File: config.mk
export PLATFORM = sky130hd
export DESIGN_NAME = tx_ring_fetcher
export DESIGN_NICKNAME = d
export VERILOG_FILES = /design/src/rtl/tx_ring_pkg.sv /design/src/rtl/tx_ring_regs.sv /design/src/rtl/tx_byte_unpack.sv /design/src/rtl/tx_ring_ctrl.sv /design/src/rtl/tx_ring_fetcher.sv
export SDC_FILE = /design/constraint.sdc
export NUM_CORES = 1
export LEC_CHECK = 0
export BUFFER_PORTS_ARGS = -buffer_cell sky130_fd_sc_hd__clkbuf_2
export CAP_MARGIN = 20
export CORE_MARGIN = 2
export CORE_UTILIZATION = 40
export CTS_BUF_LIST = sky130_fd_sc_hd__clkbuf_8 sky130_fd_sc_hd__clkbuf_16
export DETAILED_ROUTE_END_ITERATION = 8
export PLACE_DENSITY = 0.64
export SYNTH_ARGS = -nofsm -noshare
export SYNTH_HDL_FRONTEND = slang
export SYNTH_HIERARCHICAL = 1
export SYNTH_SLANG_ARGS = --single-unit
File: constraint.sdc
create_clock -name clk -period 7.2 [get_ports clk]
set_input_delay 0.72 -clock clk [delete_from_list [all_inputs] [get_ports clk]]
set_output_delay 0.72 -clock clk [all_outputs]
set_load 0.01 [all_outputs]
File: src/rtl/tx_ring_pkg.sv
package tx_ring_pkg;
  typedef enum logic [2:0] {
    ST_IDLE, ST_OWN, ST_CTRL, ST_BUF, ST_DATA, ST_WBACK
  } fetch_state_t;

  localparam int DESC_STRIDE = 16;
  localparam int OWN_BIT     = 31;
  localparam int EOR_BIT     = 31;
  localparam int NOBUF_BIT   = 3;
  localparam int DONE_BIT    = 4;
endpackage

File: src/rtl/tx_ring_regs.sv
module tx_ring_regs #(
  parameter int AW  = 32,
  parameter int RAW = 8
) (
  input  logic           clk,
  input  logic           rst,
  input  logic           wr_en,
  input  logic [RAW-1:0] wr_addr,
  input  logic [31:0]    wr_data,
  input  logic           busy,
  input  logic           set_nobuf,
  input  logic           set_done,
  output logic           kick,
  output logic           base_ld,
  output logic [AW-1:0]  base_q,
  output logic [1:0]     stat_q,
  output logic           irq
);
  import tx_ring_pkg::*;

  localparam logic [RAW-1:0] OFS_STAT = RAW'(8'h00);
  localparam logic [RAW-1:0] OFS_MASK = RAW'(8'h04);
  localparam logic [RAW-1:0] OFS_POLL = RAW'(8'h18);
  localparam logic [RAW-1:0] OFS_BASE = RAW'(8'h20);

  logic [1:0] mask_q, stat_n, mask_n, clr;
  logic       unused_wdata;

  assign unused_wdata = ^wr_data;
  assign kick    = wr_en && (wr_addr == OFS_POLL);
  assign base_ld = wr_en && (wr_addr == OFS_BASE) && !busy;

  always_comb begin
    clr    = (wr_en && wr_addr == OFS_STAT) ? {wr_data[DONE_BIT], wr_data[NOBUF_BIT]} : 2'b00;
    stat_n = (stat_q & ~clr) | {set_done, set_nobuf};
    mask_n = (wr_en && wr_addr == OFS_MASK) ? {wr_data[DONE_BIT], wr_data[NOBUF_BIT]} : mask_q;
  end

  always_ff @(posedge clk) begin
    if (rst) begin
      base_q <= '0;
      mask_q <= '0;
      stat_q <= '0;
      irq    <= 1'b0;
    end else begin
      if (base_ld) base_q <= wr_data[AW-1:0];
      mask_q <= mask_n;
      stat_q <= stat_n;
      irq    <= |(stat_n & mask_n);
    end
  end
endmodule

File: src/rtl/tx_byte_unpack.sv
module tx_byte_unpack (
  input  logic        clk,
  input  logic        rst,
  input  logic        load,
  input  logic [31:0] load_word,
  input  logic [1:0]  load_idx,
  input  logic [2:0]  load_cnt,
  input  logic        load_last,
  output logic        idle,
  output logic        tx_valid,
  output logic [7:0]  tx_data,
  output logic        tx_last,
  input  logic        tx_ready
);
  logic [31:0] word_q;
  logic [1:0]  idx_q;
  logic [2:0]  cnt_q;
  logic        last_q;

  assign idle     = (cnt_q == 3'd0);
  assign tx_valid = !idle;
  assign tx_data  = word_q[{idx_q, 3'b000} +: 8];
  assign tx_last  = last_q && (cnt_q == 3'd1);

  always_ff @(posedge clk) begin
    if (rst) begin
      word_q <= '0;
      idx_q  <= '0;
      cnt_q  <= '0;
      last_q <= 1'b0;
    end else if (load) begin
      word_q <= load_word;
      idx_q  <= load_idx;
      cnt_q  <= load_cnt;
      last_q <= load_last;
    end else if (tx_valid && tx_ready) begin
      idx_q <= idx_q + 2'd1;
      cnt_q <= cnt_q - 3'd1;
    end
  end
endmodule

File: src/rtl/tx_ring_ctrl.sv
module tx_ring_ctrl #(
  parameter int AW    = 32,
  parameter int LEN_W = 11
) (
  input  logic          clk,
  input  logic          rst,
  input  logic          kick,
  input  logic          base_ld,
  input  logic [AW-1:0] base_new,
  input  logic [AW-1:0] base_q,
  output logic          mem_req,
  output logic          mem_we,
  output logic [AW-1:0] mem_addr,
  output logic [31:0]   mem_wdata,
  input  logic          mem_ack,
  input  logic [31:0]   mem_rdata,
  output logic          up_load,
  output logic [1:0]    up_idx,
  output logic [2:0]    up_cnt,
  output logic          up_last,
  input  logic          up_idle,
  output logic          busy,
  output logic          set_nobuf,
  output logic          set_done
);
  import tx_ring_pkg::*;

  localparam logic [1:0] COLL_NONE = 2'b00;

  fetch_state_t st_q;
  logic [AW-1:0]    cur_q, rptr_q;
  logic [LEN_W-1:0] remain_q;
  logic [1:0]       boff_q;
  logic             eor_q;
  logic             data_rd;
  logic [2:0]       avail, take;
  logic             unused_rd;

  assign unused_rd = ^mem_rdata[30:LEN_W];
  assign busy      = (st_q != ST_IDLE);
  assign data_rd   = (st_q == ST_DATA) && (remain_q != '0) && up_idle;
  assign mem_req   = (st_q == ST_OWN) || (st_q == ST_CTRL) || (st_q == ST_BUF)
                   || (st_q == ST_WBACK) || data_rd;
  assign mem_we    = (st_q == ST_WBACK);
  assign mem_wdata = {1'b0, 29'd0, COLL_NONE};

  always_comb begin
    case (st_q)
      ST_OWN:   mem_addr = cur_q;
      ST_CTRL:  mem_addr = cur_q + AW'(4);
      ST_BUF:   mem_addr = cur_q + AW'(8);
      ST_WBACK: mem_addr = cur_q;
      default:  mem_addr = rptr_q;
    endcase
  end

  assign avail     = 3'd4 - {1'b0, boff_q};
  assign take      = (remain_q < LEN_W'(avail)) ? remain_q[2:0] : avail;
  assign up_load   = data_rd && mem_ack;
  assign up_idx    = boff_q;
  assign up_cnt    = take;
  assign up_last   = (remain_q == LEN_W'(take));
  assign set_nobuf = (st_q == ST_OWN) && mem_ack && !mem_rdata[OWN_BIT];
  assign set_done  = (st_q == ST_WBACK) && mem_ack;

  always_ff @(posedge clk) begin
    if (rst) begin
      st_q     <= ST_IDLE;
      cur_q    <= '0;
      rptr_q   <= '0;
      remain_q <= '0;
      boff_q   <= '0;
      eor_q    <= 1'b0;
    end else begin
      case (st_q)
        ST_IDLE: begin
          if (base_ld) cur_q <= base_new;
          if (kick) st_q <= ST_OWN;
        end
        ST_OWN: if (mem_ack) st_q <= mem_rdata[OWN_BIT] ? ST_CTRL : ST_IDLE;
        ST_CTRL: if (mem_ack) begin
          remain_q <= mem_rdata[LEN_W-1:0];
          eor_q    <= mem_rdata[EOR_BIT];
          st_q     <= ST_BUF;
        end
        ST_BUF: if (mem_ack) begin
          rptr_q <= {mem_rdata[AW-1:2], 2'b00};
          boff_q <= mem_rdata[1:0];
          st_q   <= (remain_q == '0) ? ST_WBACK : ST_DATA;
        end
        ST_DATA: begin
          if (up_load) begin
            remain_q <= remain_q - LEN_W'(take);
            rptr_q   <= rptr_q + AW'(4);
            boff_q   <= 2'b00;
          end else if (remain_q == '0 && up_idle) begin
            st_q <= ST_WBACK;
          end
        end
        ST_WBACK: if (mem_ack) begin
          cur_q <= eor_q ? base_q : cur_q + AW'(DESC_STRIDE);
          st_q  <= ST_OWN;
        end
        default: st_q <= ST_IDLE;
      endcase
    end
  end
endmodule

File: src/rtl/tx_ring_fetcher.sv
module tx_ring_fetcher #(
  parameter int AW    = 32,
  parameter int RAW   = 8,
  parameter int LEN_W = 11
) (
  input  logic           clk,
  input  logic           rst,
  input  logic           reg_wr,
  input  logic [RAW-1:0] reg_addr,
  input  logic [31:0]    reg_wdata,
  output logic           mem_req,
  output logic           mem_we,
  output logic [AW-1:0]  mem_addr,
  output logic [31:0]    mem_wdata,
  input  logic           mem_ack,
  input  logic [31:0]    mem_rdata,
  output logic           tx_valid,
  output logic [7:0]     tx_data,
  output logic           tx_last,
  input  logic           tx_ready,
  output logic [1:0]     tx_status,
  output logic           irq,
  output logic           ring_busy
);
  logic          kick, base_ld, set_nobuf, set_done;
  logic [AW-1:0] base_q;
  logic          up_load, up_last, up_idle;
  logic [1:0]    up_idx;
  logic [2:0]    up_cnt;

  tx_ring_regs #(.AW(AW), .RAW(RAW)) u_regs (
    .clk(clk), .rst(rst), .wr_en(reg_wr), .wr_addr(reg_addr),
    .wr_data(reg_wdata), .busy(ring_busy), .set_nobuf(set_nobuf),
    .set_done(set_done), .kick(kick), .base_ld(base_ld),
    .base_q(base_q), .stat_q(tx_status), .irq(irq)
  );

  tx_ring_ctrl #(.AW(AW), .LEN_W(LEN_W)) u_ctrl (
    .clk(clk), .rst(rst), .kick(kick), .base_ld(base_ld),
    .base_new(reg_wdata[AW-1:0]), .base_q(base_q),
    .mem_req(mem_req), .mem_we(mem_we), .mem_addr(mem_addr),
    .mem_wdata(mem_wdata), .mem_ack(mem_ack), .mem_rdata(mem_rdata),
    .up_load(up_load), .up_idx(up_idx), .up_cnt(up_cnt),
    .up_last(up_last), .up_idle(up_idle), .busy(ring_busy),
    .set_nobuf(set_nobuf), .set_done(set_done)
  );

  tx_byte_unpack u_unpack (
    .clk(clk), .rst(rst), .load(up_load), .load_word(mem_rdata),
    .load_idx(up_idx), .load_cnt(up_cnt), .load_last(up_last),
    .idle(up_idle), .tx_valid(tx_valid), .tx_data(tx_data),
    .tx_last(tx_last), .tx_ready(tx_ready)
  );
endmodule

==> results of run 1 <==
[per-layer routing]
metal	vias to the layer above	routed length, µm	share of wire	global-route usage
met4	0	1020	0.031	0.0961
met1	4687	14700	0.45	0.335
met2	436	14700	0.45	0.379
met5	-	0	0	0
met3	64	2200	0.067	0.0422
li1	4779	-	-	-
[final cells by class]
class / count / area (µm²)
fillers: 2572 / 13800
clock buffers: 18 / 439
multi-input cells: 1015 / 6300
repair buffers: 137 / 721
clock inverters: 14 / 136
well taps: 330 / 413
inverters: 31 / 116
flip-flops and latches: 154 / 3080
[registers in the layout, summed over array words and instances, names as in the netlist]
name / count
u_regs/stat_q: 2
u_unpack/last_q: 1
u_ctrl/up_idx: 2
u_regs/base_q: 32
u_ctrl/remain_q: 11
u_ctrl/eor_q: 1
u_ctrl/rptr_q: 30
u_unpack/idx_q: 2
u_regs/irq: 1
u_unpack/cnt_q: 3
u_ctrl/st_q: 3
u_regs/mask_q: 2
u_unpack/word_q: 32
u_ctrl/cur_q: 32
[synthesized netlist by cell type, drive strengths merged, types with 9 or more instances]
cell type	number	area share
a211oi	22	0.016
a21oi	89	0.044
a22oi	11	0.0082
a311oi	12	0.011
a31oi	14	0.0087
and2	9	0.0056
and3	10	0.0062
buf	79	0.050
clkbuf	57	0.021
dfxtp	154	0.30
ha	12	0.015
inv	31	0.011
mux2i	77	0.076
nand2	139	0.052
nand2b	12	0.0082
nand3	55	0.029
nand4	26	0.017
nor2	162	0.060
nor2b	11	0.0068
nor3	33	0.018
nor4	18	0.015
o211ai	14	0.010
o21ai	82	0.041
o22ai	11	0.0074
or3	10	0.0062
xnor2	14	0.012
xor2	17	0.015
[cell families (layout without fill, tap and decap cells)]
family,Yosys count,in the layout,synth area share
AOI/OAI and AO/OA,333,333,0.215
xor gates and xnor gates,31,31,0.0268
adders and majority gates,12,12,0.0148
buffers and inverters,170,200,0.0852
DFF,154,154,0.305
muxes,87,87,0.0962
other,1,32,0.000370
and+or+nand+nor,520,520,0.257
[worst max-delay path, delay by kind of cell (launching register included)]
family / cells / cell delay [ps]
buf+inv: 1 / 220
flops: 1 / 870
compound gates: 1 / 420
simple gates: 4 / 1610
[power by group through the flow]
stage                     Clock (mW)  Combinational (mW)  Sequential, mW
after CTS                      0.914               0.276           0.862
final                          0.897               0.277           0.862
after detailed placement           0               0.276           0.881
after global routing           0.949               0.300           0.862
after global placement             0               0.272           0.881
after floorplan                    0               0.179           0.877
[how the worst max path moves through the flow]
| stage | cells past startpoint | endpoint | slack, ps |
|---|---|---|---|
| detailed placement | 6 | mem_addr[13] | 3480 |
| finish | 6 | mem_addr[13] | 2920 |
| global route | 6 | mem_addr[29] | 2690 |
| CTS | 6 | mem_addr[13] | 3000 |
| floorplan | 12 | u_ctrl/remain_q[9] | 4170 |
| global placement | 6 | mem_addr[13] | 3480 |
[through the flow]
stage	cell area (µm²)	instances	power, mW	setup slack (ps)	utilization
finish	11200	1699	2.04	2920	0.448
global route	11200	1699	2.11	2690	0.448
CTS	11200	1699	2.05	3000	0.448
detailed placement	10600	1667	1.16	3480	0.425
global placement	10600	1667	1.15	3480	0.425
floorplan	10200	1339	1.06	4170	-
==> impl_metrics.py, run 1 <==
metrics = {
    "cts": {
        "cts_tree": "built",
        "cts-hold-fix-buffers": 0,
        "cts-resized-gates": 0,
        "post_cts_buffers": 0,
        "clockBufferDepth": 2,
        "clock_latency_ps": 430,
        "clock_sinks": 154,
        "clk_pin_slew_ps": 70,
        "ctsHtreeMaxLevel": 4,
        "root_buffer": "clkbuf_16",
        "cts_buffers": 17,
    },
    "timing": {
        "finClkSkew_ps": 14.3,
        "relSlewSlack": 0.293,
        "period_needed_ps": 4280,
        "holdWs_ps": 487,
        "finalMaxSlewViolations": 0,
        "max_freq_ghz": 0.234,
        "setup_violations": 0,
        "setup_tns_ps": 0,
        "rsz0062_at_grt": "no",
        "tightest_slew_ps": 1060,
        "hold_violations": 0,
        "finalCritPeriodShare": 0.594,
    },
    "yosys": {
        "ys_dominant_reg_cell": "dfxtp_1",
        "synth_cells": 1308,
        "ys_warn_count": 6,
        "seq_area_frac_synth": 0.305,
        "synth-edff-count": 0,
        "ys_ff_latch": 154,
        "synth_area_um2": 10100,
        "postSynthAreaPerCell_um2": 7.74,
        "synth_cell_type_count": 89,
        "synthArstFlopShare": 0,
    },
    "route": {
        "drtIter0Drc": 997,
        "drc": 0,
        "routed_wl_mm": 32.6,
        "dr.pass1.iters": 5,
        "vias_per_cell": 5.87,
        "vias": 9966,
        "wl_per_cell_um": 19.2,
        "drt.antenna.violating_nets": 0,
    },
    "cells_and_area": {
        "layout-drive-gt1-share": 0.161,
        "diodes": 0,
        "layout_common_cells": "nor2_1 (161), dfxtp_1 (154), nand2_1 (137)",
        "nets": 1445,
        "areaGrowthSynthToFinish_pct": 10.8,
        "layout_commonest_cell": "nor2_1",
    },
    "setup_path": {
        "crit_path_max_incr_delay_ps": 870,
        "cp_data_required_time_ps": 6480,
        "r2r_slack_ps": 3490,
        "crit_chain": "nand2b_1 -> or3_1 -> nor2_1 -> nor3_1 -> a211oi_1 -> clkbuf_2",
        "arrival_ps": 3560,
        "slowest_stage": "dfxtp_1",
        "r2r_end": "u_ctrl/cur_q[2]",
        "critical_path_class": "reg2out",
        "cp_max_fo": 27,
        "crit_start": "u_ctrl/st_q[1]",
        "r2r-start": "u_ctrl/st_q[1]",
        "reg2regPathDepth": 9,
        "end_kind": "output port",
        "start_kind": "register",
    },
    "global_routing": {
        "grt_usage": 0.243,
        "grt_max_degree": 77,
        "grt_pass1_wl_mm": 50.8,
        "overflow": 0,
        "antenna_found_initial": 0,
        "first_global_vias": 8982,
    },
    "die": {
        "initial_utilization": 0.404,
        "fp.dieW_um": 163,
        "num_rows": 58,
        "coreArea_um2": 25000,
        "chipHeight_um": 163,
        "pin_count": 157,
        "dieArea_um2": 26600,
    },
    "worst_hold_path": {
        "min_path_cells": 2,
        "holdPathEnd": "u_ctrl/up_idx[1]",
        "hold_class": "reg2reg",
        "min_from": "u_ctrl/up_idx[1]",
    },
    "flow_run": {
        "drv_cap": 0,
    },
    "placed_design": {
        "gp_congestion": 0.993,
        "io_buffers": 124,
        "dpl.hpwl_mm": 23.8,
    },
    "power_and_ir_drop": {
        "intPower_mw": 1.44,
        "leakage_nw": 4.22,
        "ir_worst_vdd_uv": 130,
        "p_sw_frac": 0.294,
        "power_density_nw_per_um2": 182,
        "combPwrFrac": 0.136,
        "netSwitchingPower_mw": 0.599,
        "p_clk_frac": 0.441,
        "p_seq_frac": 0.423,
    },
    "status": {
        "status": "finished clean",
    },
}
(Power assumes the default switching activity.)
==> inputs of run 2 (changes only) <==
- PLACE_DENSITY: 0.64 -> 0.66
- clock period: 7.2 -> 3.49 ns (I/O delays scaled with it)
==> run 2 against run 1 <==
  * Die area did not move
  * Sequential power rose by 110%
  * Clock power rose by 120%
  * Hold slack got worse by 320 ps
  * Global-route usage fell by 0.10 points
  * Via count rose by 1.1%
  * Critical endpoint is now mem_addr[17]
  * Final cell count rose by 1.5%
  * Critical path type unchanged
  * Critical path depth rose by 1
  * Clock-buffer cell count fell by 1
  * Core utilization rose by 1.2 points
  * Flip-flop and latch count did not move
==> impl_metrics.py, run 2 (synthesis gave the netlist of run 1 again) <==
metrics = {
    "cells_and_area": {
        "areaGrowthSynthToFinish_pct": 13.6,
        "fillers": 2512,
        "diodes": 0,
        "layout_commonest_cell": "nor2_1",
        "final_core_util": 0.459,
        "reg.largest.list": "u_ctrl/cur_q: 32 flops, u_regs/base_q: 32 flops, u_unpack/word_q: 32 flops",
        "final_area_um2": 11500,
        "layout_common_cells": "nor2_1 (160), dfxtp_1 (145), nand2_1 (137)",
        "nets": 1471,
        "layout-drive-gt1-share": 0.187,
    },
    "global_routing": {
        "grt_pass1_wl_mm": 50.9,
        "overflow": 0,
        "grt_usage": 0.242,
        "first_global_vias": 9073,
        "antenna_found_initial": 1,
        "grt_max_degree": 55,
    },
    "setup_path": {
        "arrival_ps": 2990,
        "slowest_stage": "nor2_1",
        "crit_path_max_incr_delay_ps": 580,
        "r2r_end": "u_ctrl/remain_q[7]",
        "crit_chain": "inv_1 -> nor2_1 -> nor2_1 -> buf_4 -> nor3_1 -> a211oi_1 -> clkbuf_2",
        "r2r-start": "u_ctrl/up_idx[0]",
        "critical_path_class": "reg2out",
        "worst-path-buf-inv": 3,
        "r2r_slack_ps": 300,
        "cpMostUsedCell": "nor2_1",
        "cp_max_fo": 14,
        "critical-path-top-delay-family": "buffers and inverters",
        "end_kind": "output port",
        "start_kind": "register",
        "reg2regPathDepth": 12,
        "cp_data_required_time_ps": 3140,
    },
    "power_and_ir_drop": {
        "leakage_nw": 4.38,
        "power_density_nw_per_um2": 375,
        "ir_worst_vdd_uv": 320,
    },
    "timing": {
        "setup_tns_ps": 0,
        "relSlewSlack": 0.399,
        "holdWs_ps": 165,
        "period_needed_ps": 3340,
        "hold_violations": 0,
        "rsz0062_at_grt": "no",
        "max_freq_ghz": 0.299,
        "finalCritPeriodShare": 0.957,
        "finalMaxSlewViolations": 0,
        "tightest_slew_ps": 894,
        "setup_violations": 0,
        "finClkSkew_ps": 8.99,
    },
    "placed_design": {
        "placed_cell_area_um2": 10800,
        "io_buffers": 124,
        "dpl.hpwl_mm": 23.8,
        "gp_congestion": 0.978,
    },
    "route": {
        "vias": 10100,
        "drc": 0,
        "met1_length_mm": 14.8,
        "routed_wl_mm": 32.5,
        "dr.pass1.iters": 8,
        "wl_per_cell_um": 18.8,
        "dr_wl_met2_mm": 14.4,
        "drtIter0Drc": 1016,
        "dr_wl_met3_mm": 2.34,
        "routed.top_layer": "met4",
        "drt.antenna.violating_nets": 0,
        "vias_per_cell": 5.84,
    },
    "flow_run": {
        "drv_cap": 0,
    },
    "die": {
        "num_rows": 58,
        "initial_utilization": 0.404,
        "dieArea_um2": 26600,
        "chipHeight_um": 163,
        "coreArea_um2": 25000,
        "fp.dieW_um": 163,
        "pin_count": 157,
    },
    "cts": {
        "clock_latency_ps": 430,
        "cts_buffers": 17,
        "root_buffer": "clkbuf_16",
        "clock_sinks": 154,
        "cts_tree": "built",
        "clk_pin_slew_ps": 70,
        "clockBufferDepth": 2,
        "ctsHtreeMaxLevel": 4,
    },
    "worst_hold_path": {
        "min_path_cells": 3,
        "holdPathEnd": "u_regs/base_q[30]",
        "hold_class": "in2reg",
        "min_from": "reg_wdata[30]",
    },
    "status": {
        "status": "finished clean",
    },
}
-- run 2: cell count changes in the layout (fill, tap and decap cells not counted), moves of 2 or more --
cell	delta
buf_12	+2
inv_8	+3
dfxtp_2	+9
dfxtp_1	-9
clkinv_4	-3
buf_4	+24
-- run 2: worst reg2reg max path: stages, from the launching register on --
cell and delay, ps:
dfxtp_1 370, inv_1 70, ha_1 320, nor2b_1 180, o21bai_1 150, a211oi_2 300, nor2_1 70, a21oi_1 190
ha_1 340, a311oi_2 330, nor3b_4 360, a31oi_1 130, a211o_1 280
-- run 2: worst max-delay path by stage --
stage	cells after the start	slack [ps]	to	from
finish	7	150	mem_addr[17]	u_ctrl/st_q[0]
global route	8	7	mem_addr[30]	u_ctrl/cur_q[5]
CTS	12	30	u_ctrl/remain_q[9]	u_ctrl/up_idx[0]
detailed placement	12	60	u_ctrl/remain_q[9]	u_ctrl/up_idx[0]
global placement	12	140	u_ctrl/remain_q[9]	u_ctrl/up_idx[0]
floorplan	12	460	u_ctrl/remain_q[9]	u_ctrl/up_idx[0]
-- run 2: timing repair --
action                                  CTS  global route
resized for setup                         0            17
buffers inserted                          0             1
endpoints found under the setup margin    0            18
hold buffers                              0             0
-- run 2: layout make-up --
class / count / area [µm²] / area share
Clock buffer: 17 / 425 / 0.0370
Inverter: 31 / 116 / 0.0101
Tap cell: 330 / 413 / 0.0359
Clock inverter: 15 / 178 / 0.0154
Timing Repair Buffer: 163 / 941 / 0.0818
Sequential cell: 154 / 3090 / 0.269
Multi-Input combinational cell: 1015 / 6340 / 0.551
-- run 2: report_power, final --
group / switching [mW] / internal [mW] / leakage [nW]
registers: 0.0203 / 1.76 / 1.24
logic: 0.386 / 0.199 / 2.84
clock network: 0.857 / 1.08 / 0.293
total: 1.26 / 3.05 / 4.38
-- run 2: per-layer routing --
metal,vias up,GRT usage
li1,4829,-
met3,65,0.0399
met2,460,0.375
met5,-,0
met1,4722,0.339
met4,0,0.0905
-- run 2: through the flow --
step / total power, mW / setup WS, ps / instances
4_1_cts: 4.34 / 26.5 / 1724
2_1_floorplan: 2.18 / 462 / 1339
3_3_place_gp: 2.40 / 138 / 1692
3_5_place_dp: 2.40 / 58.0 / 1692
5_1_grt: 4.48 / 6.94 / 1725
6_report: 4.31 / 149 / 1725
